$ cat src/rtl/irq_tracker.sv
module irq_tracker #(
  parameter int N_LINES = 8,
  localparam int IW = (N_LINES > 1) ? $clog2(N_LINES) : 1
) (
  input  logic               clk,
  input  logic               rst_n,
  input  logic [N_LINES-1:0] irq_in,
  input  logic [N_LINES-1:0] en_set,
  input  logic [N_LINES-1:0] en_clr,
  input  logic [N_LINES-1:0] pend_clr,
  input  logic               ack,
  input  logic               eret,
  output logic               req,
  output logic               take_vld,
  output logic [IW-1:0]      take_idx,
  output logic [N_LINES-1:0] pend_o,
  output logic [N_LINES-1:0] act_o,
  output logic [N_LINES-1:0] en_o
);

  logic [N_LINES-1:0] pend, act, en;
  logic [N_LINES-1:0] elig, sel_oh, take_oh;
  logic               busy;

  assign elig     = pend & en;
  assign sel_oh   = elig & (~elig + 1'b1);
  assign busy     = |act;
  assign req      = (|elig) & ~busy;
  assign take_vld = req & ack;
  assign take_oh  = take_vld ? sel_oh : '0;

  always_comb begin
    take_idx = '0;
    for (int i = N_LINES - 1; i >= 0; i--)
      if (elig[i]) take_idx = IW'(i);
  end

  always_ff @(posedge clk) begin
    if (!rst_n) begin
      pend <= '0;
      act  <= '0;
      en   <= '0;
    end else begin
      pend <= (pend & ~pend_clr & ~take_oh) | irq_in;
      en   <= (en | en_set) & ~en_clr;
      act  <= (eret ? '0 : act) | take_oh;
    end
  end

  assign pend_o = pend;
  assign act_o  = act;
  assign en_o   = en;

  AST_ONE_ACTIVE: assert property (@(posedge clk) disable iff (!rst_n) $onehot0(act)) else $error("more than one line active");
  AST_NO_TAKE_BUSY: assert property (@(posedge clk) disable iff (!rst_n) busy |-> !take_vld) else $error("take while active");
  AST_TAKE_ACTIVATES: assert property (@(posedge clk) disable iff (!rst_n) take_vld |=> act[$past(take_idx)]) else $error("taken line not active");
  AST_ERET_ENDS: assert property (@(posedge clk) disable iff (!rst_n) eret |=> (act == '0)) else $error("active survives return");

  for (genvar g = 0; g < N_LINES; g++) begin : g_line
    AST_PEND_LATCH: assert property (@(posedge clk) disable iff (!rst_n) irq_in[g] |=> pend[g]) else $error("request not latched");
    AST_PEND_CLR: assert property (@(posedge clk) disable iff (!rst_n) (pend_clr[g] && !irq_in[g]) |=> !pend[g]) else $error("pending not cleared");
    AST_EN_CLR_WINS: assert property (@(posedge clk) disable iff (!rst_n) en_clr[g] |=> !en[g]) else $error("enable not cleared");
  end

endmodule

$ cat config.mk
export PLATFORM = sky130hd
export DESIGN_NAME = irq_tracker
export DESIGN_NICKNAME = d
export VERILOG_FILES = /design/src/rtl/irq_tracker.sv
export SDC_FILE = /design/constraint.sdc
export NUM_CORES = 1
export LEC_CHECK = 0
export ABC_CLOCK_PERIOD_IN_PS = 2000
export BUFFER_PORTS_ARGS = -buffer_cell sky130_fd_sc_hd__buf_2
export CAP_MARGIN = 15
export CORE_UTILIZATION = 43
export DETAILED_ROUTE_END_ITERATION = 10
export GPL_TIMING_DRIVEN = 0
export PLACE_DENSITY_LB_ADDON = 0.12
export SLEW_MARGIN = 20
export SYNTH_ARGS = -nofsm -noshare
export SYNTH_HDL_FRONTEND = slang
export SYNTH_SLANG_ARGS = --single-unit
$ cat constraint.sdc
create_clock -name clk -period 2 [get_ports clk]
set_clock_uncertainty 0.2 [all_clocks]
set_input_delay 0.1 -clock clk [delete_from_list [all_inputs] [get_ports clk]]
set_output_delay 0.1 -clock clk [all_outputs]
set_load 0.05 [all_outputs]
==> metrics.txt, run 1 <==
commonest non-fill, non-tap cells in the layout=60 x buf_2, 33 x dlygate4sd3_1, 22 x dfxtp_1, 19 x nand2_1, 11 x nor2_1; Setup TNS=0 ns; n_diodes=0; Initial Util=45.5%; Final Hold Violating Endpoints=0; vias in the first global route=1265; number of nets in the layout=269; power after layout=1.11 mW; Setup crit end=take_idx[0]; Vias=1348; DP HPWL=2.30 mm; placed cell count=221; Root Driver=clkbuf_4; CTS max path bufs=2; Final Slew Violations=0; static leakage=0.899 nW; die area=2830 um^2; commonest non-fill, non-tap cell in the layout=buf_2; die width=53.2 um; Least-Margin Pin Slew=0.483 ns; flip-flop and latch count after synthesis=24; Final Wtd Congestion=0.854; CTS tree=yes; htree depth=1; number of DRC markers in iteration 0=15; placed cell areas=1490 um^2; final period utilization=96.0%; clock sink count=24; status=completed; drt via density=5.15; worst-path fanout max=4; Max-cap violations=0; critical path arrival=1.62 ns; hold slack=0.0109 ns; port bufs=63; clk_lat worst skew=0.31 ns; syn avg cell area=8.80 um^2; row count=18; Detail Route Antenna Nets=0; critical path launch point=pend_o[3]; critical path type=register to primary output; RSZ-0062 raised after global routing=true; gr usage total=27.6%; drt total wl=3.61 mm; RR Startpoint=en_o[2]; Gate Count Post-Synth=128; DR pass1 iterations=4; global-route wire length before repair=5.59 mm; fin area=1900 um^2; crit path time final=1.92 ns; Die Ht=53.2 um; synthesized net count=164; crit end category=primary output; clock transition at the registers of the reported paths=0.13 ns; max_slew headroom=67.8%; top post-synthesis cells by area=dfxtp_1 43%, nand2_1 6.3%, nor3b_1 5.3%, o21a_1 4.7%, nor2_1 4.0%; routed len/inst=13.8 um; Synth area leader=dfxtp_1; final setup vio count=0; Core ar.=2480 um^2; share of Yosys cell area claimed by the top area cell type=42.7%; initial antenna violation count=0; synth warn=0; Ports=65; Seq/Total Area, Yosys=42.7%; Peak Freq=521 MHz; Mapped Area=1130 um^2; Worst R2R End=pend_o[5]; gr ovfl total=0; peak supply drop=0.000564 V; critical path data required time=1.70 ns; Power Density=584 nW/um^2; Worst R2R Path Depth=4; share of layout cells above drive strength 1=36.6%; Startpoint Class=register; Tightest Hold Check Type=primary input to register; largest net degree at the start of global routing=14; Residual DRC=0; setup slack, reg-to-reg=0.17 ns; Syn-to-layout area delta=68.7%; Yosys cell types=29; CTS buffer count=3; final non-filler cell total=262
-- metal layers --
metal  up-vias  track usage, %  share of wire (%)
li1        662               -                  -
met1       624            32.1                 42
met2        55            51.7                 51
met3         7            3.16                5.1
met4         0            8.33                1.4
met5         -               0                  0
-- worst max-delay path, cell delays in order, from the launching register on --
cell and delay [ns]:
dfxtp_2 0.38, nand2_1 0.10, a32o_1 0.27, a31oi_1 0.19, o21a_1 0.15, clkbuf_4 0.22
-- cells by family after synthesis --
| group | after synthesis | synth area share [%] |
|---|---|---|
| buffers and inverters | 7 | 2.33 |
| and+or+nand+nor | 71 | 39.8 |
| AOI/OAI and AO/OA | 26 | 15.2 |
| DFF | 24 | 42.7 |
-- final cells by class --
cell class / count / area [um^2]
Multi-Input combinational cell: 97 / 633
Sequential cell: 24 / 483
Tap cell: 30 / 37.5
Buffer: 3 / 11.3
Timing Repair Buffer: 100 / 683
Clock buffer: 4 / 36.3
Fill cell: 187 / 578
Inverter: 4 / 15.0
-- power by group --
part / leakage (nW) / internal, mW / switching, mW
Clock: 0.0210 / 0.111 / 0.143
Sequential: 0.198 / 0.500 / 0.0232
Combinational: 0.680 / 0.132 / 0.201
Total: 0.899 / 0.743 / 0.367
-- stage by stage --
step	setup slack (ns)	utilization, %
after global placement	0.229	60.3
after detailed placement	0.255	60.3
after CTS	0.0103	75.8
after global routing	0.000812	76.7
final	0.0791	76.7
after floorplan	0.0397	-
-- synthesized netlist by cell type --
library cell	number
nand2_4	1
nand3_2	1
a32o_1	1
nor3_1	1
o21ai_0	6
o22ai_1	2
nor4b_2	2
nor2_1	12
a21oi_1	3
nor4_4	2
o32ai_1	1
nor3b_1	8
nor2b_1	7
nor4b_1	1
nand2_1	19
a21boi_0	1
clkbuf_1	3
nand3b_1	5
nand2b_1	1
o21ai_1	1
o21a_1	7
a22oi_1	2
nor4_2	2
nand3_1	4
inv_1	4
dfxtp_1	24
a41oi_1	1
a31oi_1	1
and2_1	5
-- registers in the layout, indices dropped and copies added, names as in the netlist --
name,count
act_o,8
en_o,8
pend_o,8
-- worst min-delay path by stage --
stage,slack (ns),start,end,cells past startpoint
floorplan,-0.02,en_clr[0],en_o[0],1
global placement,0.06,en_clr[2],en_o[2],2
detailed placement,0.06,en_clr[6],en_o[6],2
CTS,0.004,rst_n,pend_o[7],3
global route,0.03,rst_n,pend_o[7],3
finish,0.01,rst_n,pend_o[2],3
-- what timing repair did --
action / CTS / global route
setup buffers: 2 / 2
hold endpoints to repair: 18 / 0
gates resized for setup: 1 / 5
pin swaps: 3 / 1
endpoints found under the setup margin: 1 / 3
hold buffers: 33 / 0
No activity file was read; power rests on OpenSTA's default activity.
==> run 2: changes to the inputs <==
--- a/config.mk
+++ b/config.mk
@@ -11,7 +11,7 @@
 export CORE_UTILIZATION = 43
 export DETAILED_ROUTE_END_ITERATION = 10
 export GPL_TIMING_DRIVEN = 0
-export PLACE_DENSITY_LB_ADDON = 0.12
+export PLACE_DENSITY = 0.79
 export SLEW_MARGIN = 20
 export SYNTH_ARGS = -nofsm -noshare
 export SYNTH_HDL_FRONTEND = slang
==> run 2 against run 1 <==
  * Setup slack worse by 0.027 ns
  * Worst hold slack better by 0.0090 ns
  * Register-to-register slack worse by 0.04 ns
  * Non-clock buffer count up 6
  * Routed wire length up 4.8%
  * Maximum frequency down 1.4%
  * Cell count up 2.3%
  * Power up 2.0%
==> metrics.txt, run 2 (synthesized netlist as in run 1, its figures left out) <==
port bufs=63 (unchanged); final setup vio count=0 (unchanged); Worst R2R Path Depth=4 (unchanged); Final Wtd Congestion=0.791 (-7.4%); crit end category=primary output; Max-cap violations=0 (unchanged); critical path data required time=1.70 ns (about the same); Tightest Hold Check Type=primary input to register; number of DRC markers in iteration 0=32 (+17); Syn-to-layout area delta=75.0%; Peak Freq=513 MHz (-1.4%); Vias=1418 (+5.2%); Initial Util=45.5% (unchanged); status=completed; CTS tree=yes; hold slack=0.0199 ns (+0.00902 ns); Least-Margin Pin Slew=0.492 ns (+0.00841 ns); largest net degree at the start of global routing=14 (unchanged); row count=18 (unchanged); clk_lat worst skew=0.32 ns (about the same); die area=2830 um^2 (unchanged); CTS max path bufs=2 (unchanged); n_diodes=0 (unchanged); Setup crit end=req; number of nets in the layout=275 (+2.2%); final period utilization=97.4% (+1.4 points); DR pass1 iterations=4 (unchanged); Startpoint Class=register; drt total wl=3.79 mm (+4.8%); RR Startpoint=en_o[2]; gr ovfl total=0 (unchanged); max_slew headroom=67.2% (-0.56 points); critical path launch point=act_o[6]; CTS buffer count=3 (unchanged); commonest non-fill, non-tap cells in the layout=60 x buf_2, 35 x dlygate4sd3_1, 21 x dfxtp_1, 19 x nand2_1, 11 x nor2_1; Final Slew Violations=0 (unchanged); power after layout=1.13 mW (+2.0%); setup slack, reg-to-reg=0.13 ns (-0.04 ns); Die Ht=53.2 um (unchanged); htree depth=1 (unchanged); Core ar.=2480 um^2 (unchanged); critical path arrival=1.65 ns (+0.03 ns); Fillers=159 (-15%); peak supply drop=0.000508 V (-9.9%); clock transition at the registers of the reported paths=0.13 ns (about the same); static leakage=0.926 nW (+3.1%); worst-path fanout max=5 (+1); gr usage total=27.2% (-0.39 points); crit path time final=1.95 ns (+0.0271 ns); Final Hold Violating Endpoints=0 (unchanged); initial antenna violation count=0 (unchanged); vias in the first global route=1247 (-1.4%); global-route wire length before repair=5.48 mm (-2.0%); Ports=65 (unchanged); routed len/inst=14.1 um (+2.4%); Root Driver=clkbuf_4; drt via density=5.29 (+2.8%); commonest non-fill, non-tap cell in the layout=buf_2; share of layout cells above drive strength 1=38.2% (+1.6 points); die width=53.2 um (unchanged); clock sink count=24 (unchanged); critical path type=register to primary output; DP HPWL=2.32 mm (+0.83%); Worst R2R End=pend_o[5]; Residual DRC=0 (unchanged); Detail Route Antenna Nets=0 (unchanged); Power Density=574 nW/um^2 (-1.7%)
## run 2: cell count changes in the layout (fill, tap and decap cells not counted)
cell	previous run	this run
a31oi_1	1	0
a31oi_2	0	1
buf_4	6	10
buf_6	0	1
clkbuf_4	4	3
dfxtp_1	22	21
dfxtp_4	0	1
dlygate4sd3_1	33	35
nand3_2	1	0
nand3_4	0	1
## run 2: critical path, cell delays in order (launching register included)
cell and delay (ns):
dfxtp_4 0.38, nor4_4 0.35, buf_4 0.18, nand2_4 0.08, a21oi_2 0.12, buf_4 0.21
## run 2: worst min-delay path by stage
stage | startpoint | to | slack [ns] | cells after the start
after floorplan | en_clr[0] | en_o[0] | -0.02 | 1
after global placement | en_clr[5] | en_o[5] | 0.06 | 2
after detailed placement | en_clr[6] | en_o[6] | 0.06 | 2
after CTS | rst_n | pend_o[2] | 0.005 | 3
after global routing | rst_n | pend_o[1] | 0.02 | 2
final | rst_n | pend_o[1] | 0.02 | 2
## run 2: layout make-up
class | count | area [um^2] | share of cell area [%]
Buffer | 3 | 11.3 | 0.571
Clock buffer | 4 | 36.3 | 1.84
Inverter | 4 | 15.0 | 0.762
Multi-Input combinational cell | 97 | 647 | 32.8
Sequential cell | 24 | 487 | 24.7
Tap cell | 30 | 37.5 | 1.90
Timing Repair Buffer | 106 | 737 | 37.4
## run 2: routing by layer
metal	global-route usage, %	wire length [um]	vias up
li1	-	-	674
met1	33.2	1510	650
met2	46.2	1920	85
met3	5.17	263	9
met4	11.0	87	0
met5	0	0	-
## run 2: stage by stage
stage	std cells	setup WS, ns	utilization, %	area, um^2	setup TNS (ns)
final	268	0.0520	79.5	1970	0
after global routing	268	-0.0189	79.5	1970	-0.0231
after CTS	262	-0.0123	76.7	1900	-0.0123
after detailed placement	221	0.218	60.3	1490	0
after global placement	221	0.244	60.3	1490	0
after floorplan	128	0.0397	-	1140	0
## run 2: repair_timing
item / 4_1_cts / 5_1_grt
hold buffers: 35 / 0
pin swaps: 2 / 3
gates resized for setup: 2 / 9
setup endpoints to repair: 2 / 3
setup buffers: 2 / 6
endpoints found under the hold margin: 17 / 0
## run 2: power by group
group	switching, mW	total, mW	internal, mW
sequential	0.0223	0.521	0.499
clock	0.151	0.262	0.111
combinational	0.206	0.348	0.142
total	0.380	1.13	0.752
==> run 3: changes to the inputs <==
--- a/config.mk
+++ b/config.mk
@@ -8,10 +8,10 @@
 export ABC_CLOCK_PERIOD_IN_PS = 2000
 export BUFFER_PORTS_ARGS = -buffer_cell sky130_fd_sc_hd__buf_2
 export CAP_MARGIN = 15
-export CORE_UTILIZATION = 43
+export CORE_UTILIZATION = 40
 export DETAILED_ROUTE_END_ITERATION = 10
 export GPL_TIMING_DRIVEN = 0
-export PLACE_DENSITY = 0.79
+export PLACE_DENSITY = 0.74
 export SLEW_MARGIN = 20
 export SYNTH_ARGS = -nofsm -noshare
 export SYNTH_HDL_FRONTEND = slang
==> run 3 against run 2 <==
  * The run now ends with hold timing left
  * Sequential share of layout area is 0.63 points higher
  * Power is 1.5% lower
  * First-iteration DRC count is 3.1% lower
  * Combinational power is 5% lower
  * Clock power hardly changed
  * Critical endpoint is now take_vld
==> metrics.txt, run 3 (synthesized netlist as in run 1, its figures left out) <==
drt via density=5.03 (-4.9%); CTS max path bufs=2 (unchanged); CTS tree=yes; commonest non-fill, non-tap cell in the layout=buf_2; hold slack=-0.0106 ns (-0.0305 ns); global-route wire length before repair=5.20 mm (-5.0%); commonest non-fill, non-tap cells in the layout=60 x buf_2, 34 x dlygate4sd3_1, 21 x dfxtp_1, 19 x nand2_1, 11 x nor2_1; die area=3030 um^2 (+7.2%); n_diodes=0 (unchanged); CP peak stage delay=0.37 ns (about the same); gr usage total=24.3% (-2.9 points); clk_lat worst skew=0.32 ns (about the same); critical path type=register to primary output; routed len/inst=13.1 um (-7.6%); crit end category=primary output; Residual DRC=0 (unchanged); critical path launch point=act_o[6]; number of nets in the layout=269 (-2.2%); Hold Path Origin=ack; worst-path fanout max=7 (+2); Final Hold Violating Endpoints=1 (+1); hold path depth=3 (+1); Vias=1318 (-7.1%); RR Startpoint=act_o[6]; Max-cap violations=0 (unchanged); Least-Margin Pin Slew=0.445 ns (-0.0462 ns); RSZ-0062 raised after global routing=true; Ports=65 (unchanged); die width=55.1 um (+3.5%); final non-filler cell total=262 (-2.2%); row count=18 (unchanged); final setup vio count=0 (unchanged); crit-path cells=nor4_4 > nand3_2 > a21oi_2 > buf_4; drt total wl=3.42 mm (-9.6%); final period utilization=97.1% (-0.28 points); status=complete, but fails checks; Root Driver=clkbuf_4; Peak Freq=515 MHz (+0.28%); Max stage delay cell, worst path=dfxtp_2; Power Density=583 nW/um^2 (+1.5%); placed cell count=221 (unchanged); WL met3=188 um (-29%); Setup WS pre-CTS=0.199 ns (-0.0194 ns); htree depth=1 (unchanged); peak supply drop=0.000475 V (-6.4%); critical path arrival=1.64 ns (about the same); share of layout cells above drive strength 1=37.1% (-1.2 points); Setup TNS=0 ns (unchanged); clock transition at the registers of the reported paths=0.14 ns (about the same); DP HPWL=2.29 mm (-0.97%); Syn-to-layout area delta=69.8%; Detail Route Antenna Nets=0 (unchanged); largest net degree at the start of global routing=14 (unchanged); initial antenna violation count=0 (unchanged); CTS buffer count=3 (unchanged); Final Wtd Congestion=0.859 (+8.7%); max layer used=met4; max_slew headroom=70.3% (+3.1 points); critical path data required time=1.70 ns (about the same); static leakage=0.900 nW (-2.9%); Die Ht=55.1 um (+3.5%); vias in the first global route=1219 (-2.2%); M1 WL=1.43 mm (-5.8%); number of DRC markers in iteration 0=31 (-3.1%); port bufs=63 (unchanged); Initial Util=43.9% (-1.6 points); fin worst setup slack=0.0575 ns (+0.00551 ns); Worst R2R Path Depth=5 (+1); clock sink count=24 (unchanged); violated checks=hold timing; crit path time final=1.94 ns (-0.00551 ns); gr ovfl total=0 (unchanged); Fillers=201 (+26%); Core ar.=2570 um^2 (+3.6%); met2 WL=1.79 mm (-7.1%); Final Slew Violations=0 (unchanged); Startpoint Class=register; DR pass1 iterations=5 (+1); Tightest Hold Check Type=primary input to register; Worst R2R End=pend_o[3]; Worst Hold End=pend_o[0]; setup slack, reg-to-reg=0.22 ns (+0.09 ns)
==> run 3: worst max-delay path, delay by kind of cell, from the launching register on <==
kind	cells	cell delay [ns]
buffers and inverters	1	0.21
flip-flops	1	0.37
AND/OR/NAND/NOR	2	0.57
AO/OA/AOI/OAI	1	0.17
==> run 3: stage by stage <==
stage	instance area, um^2	hold slack (ns)	power, mW	utilization [%]
floorplan	1140	-0.0239	0.715	-
global placement	1490	0.0599	0.795	58.1
detailed placement	1490	0.0634	0.800	58.1
CTS	1900	0.0000871	1.11	73.9
global route	1910	0.00679	1.16	74.5
finish	1910	-0.0106	1.12	74.5
==> run 3: worst max-delay path by stage <==
| stage | endpoint | slack [ns] |
|---|---|---|
| floorplan | take_idx[0] | 0.04 |
| global placement | pend_o[3] | 0.24 |
| detailed placement | take_vld | 0.20 |
| CTS | take_idx[0] | 0.02 |
| global route | take_vld | -0.02 |
| finish | take_vld | 0.06 |
==> run 3: layout make-up <==
| class | instances | area [um^2] | share of cell area, % |
|---|---|---|---|
| Tap cell | 30 | 37.5 | 1.96 |
| Timing Repair Buffer | 100 | 689 | 36.1 |
| Inverter | 4 | 15.0 | 0.785 |
| Sequential cell | 24 | 484 | 25.3 |
| Multi-Input combinational cell | 97 | 638 | 33.4 |
| Buffer | 3 | 11.3 | 0.589 |
| Clock buffer | 4 | 36.3 | 1.90 |
==> run 3: power breakdown <==
part	internal [mW]	total, mW	switching [mW]
Combinational	0.133	0.331	0.198
Sequential	0.500	0.523	0.0228
Clock	0.111	0.261	0.150
Total	0.745	1.12	0.371
==> run 3: per-layer routing <==
layer / GRT usage [%] / up-vias
li1: - / 661
met1: 27.3 / 603
met2: 47.2 / 52
met3: 2.46 / 2
met4: 7.08 / 0
met5: 0 / -
==> run 3: repair_timing <==
action / 4_1_cts / 5_1_grt
gates resized for setup: 2 / 6
endpoints found under the hold margin: 21 / 0
buffers inserted: 3 / 0
pin swaps: 2 / 1
hold buffers: 34 / 0
setup endpoints to repair: 2 / 4
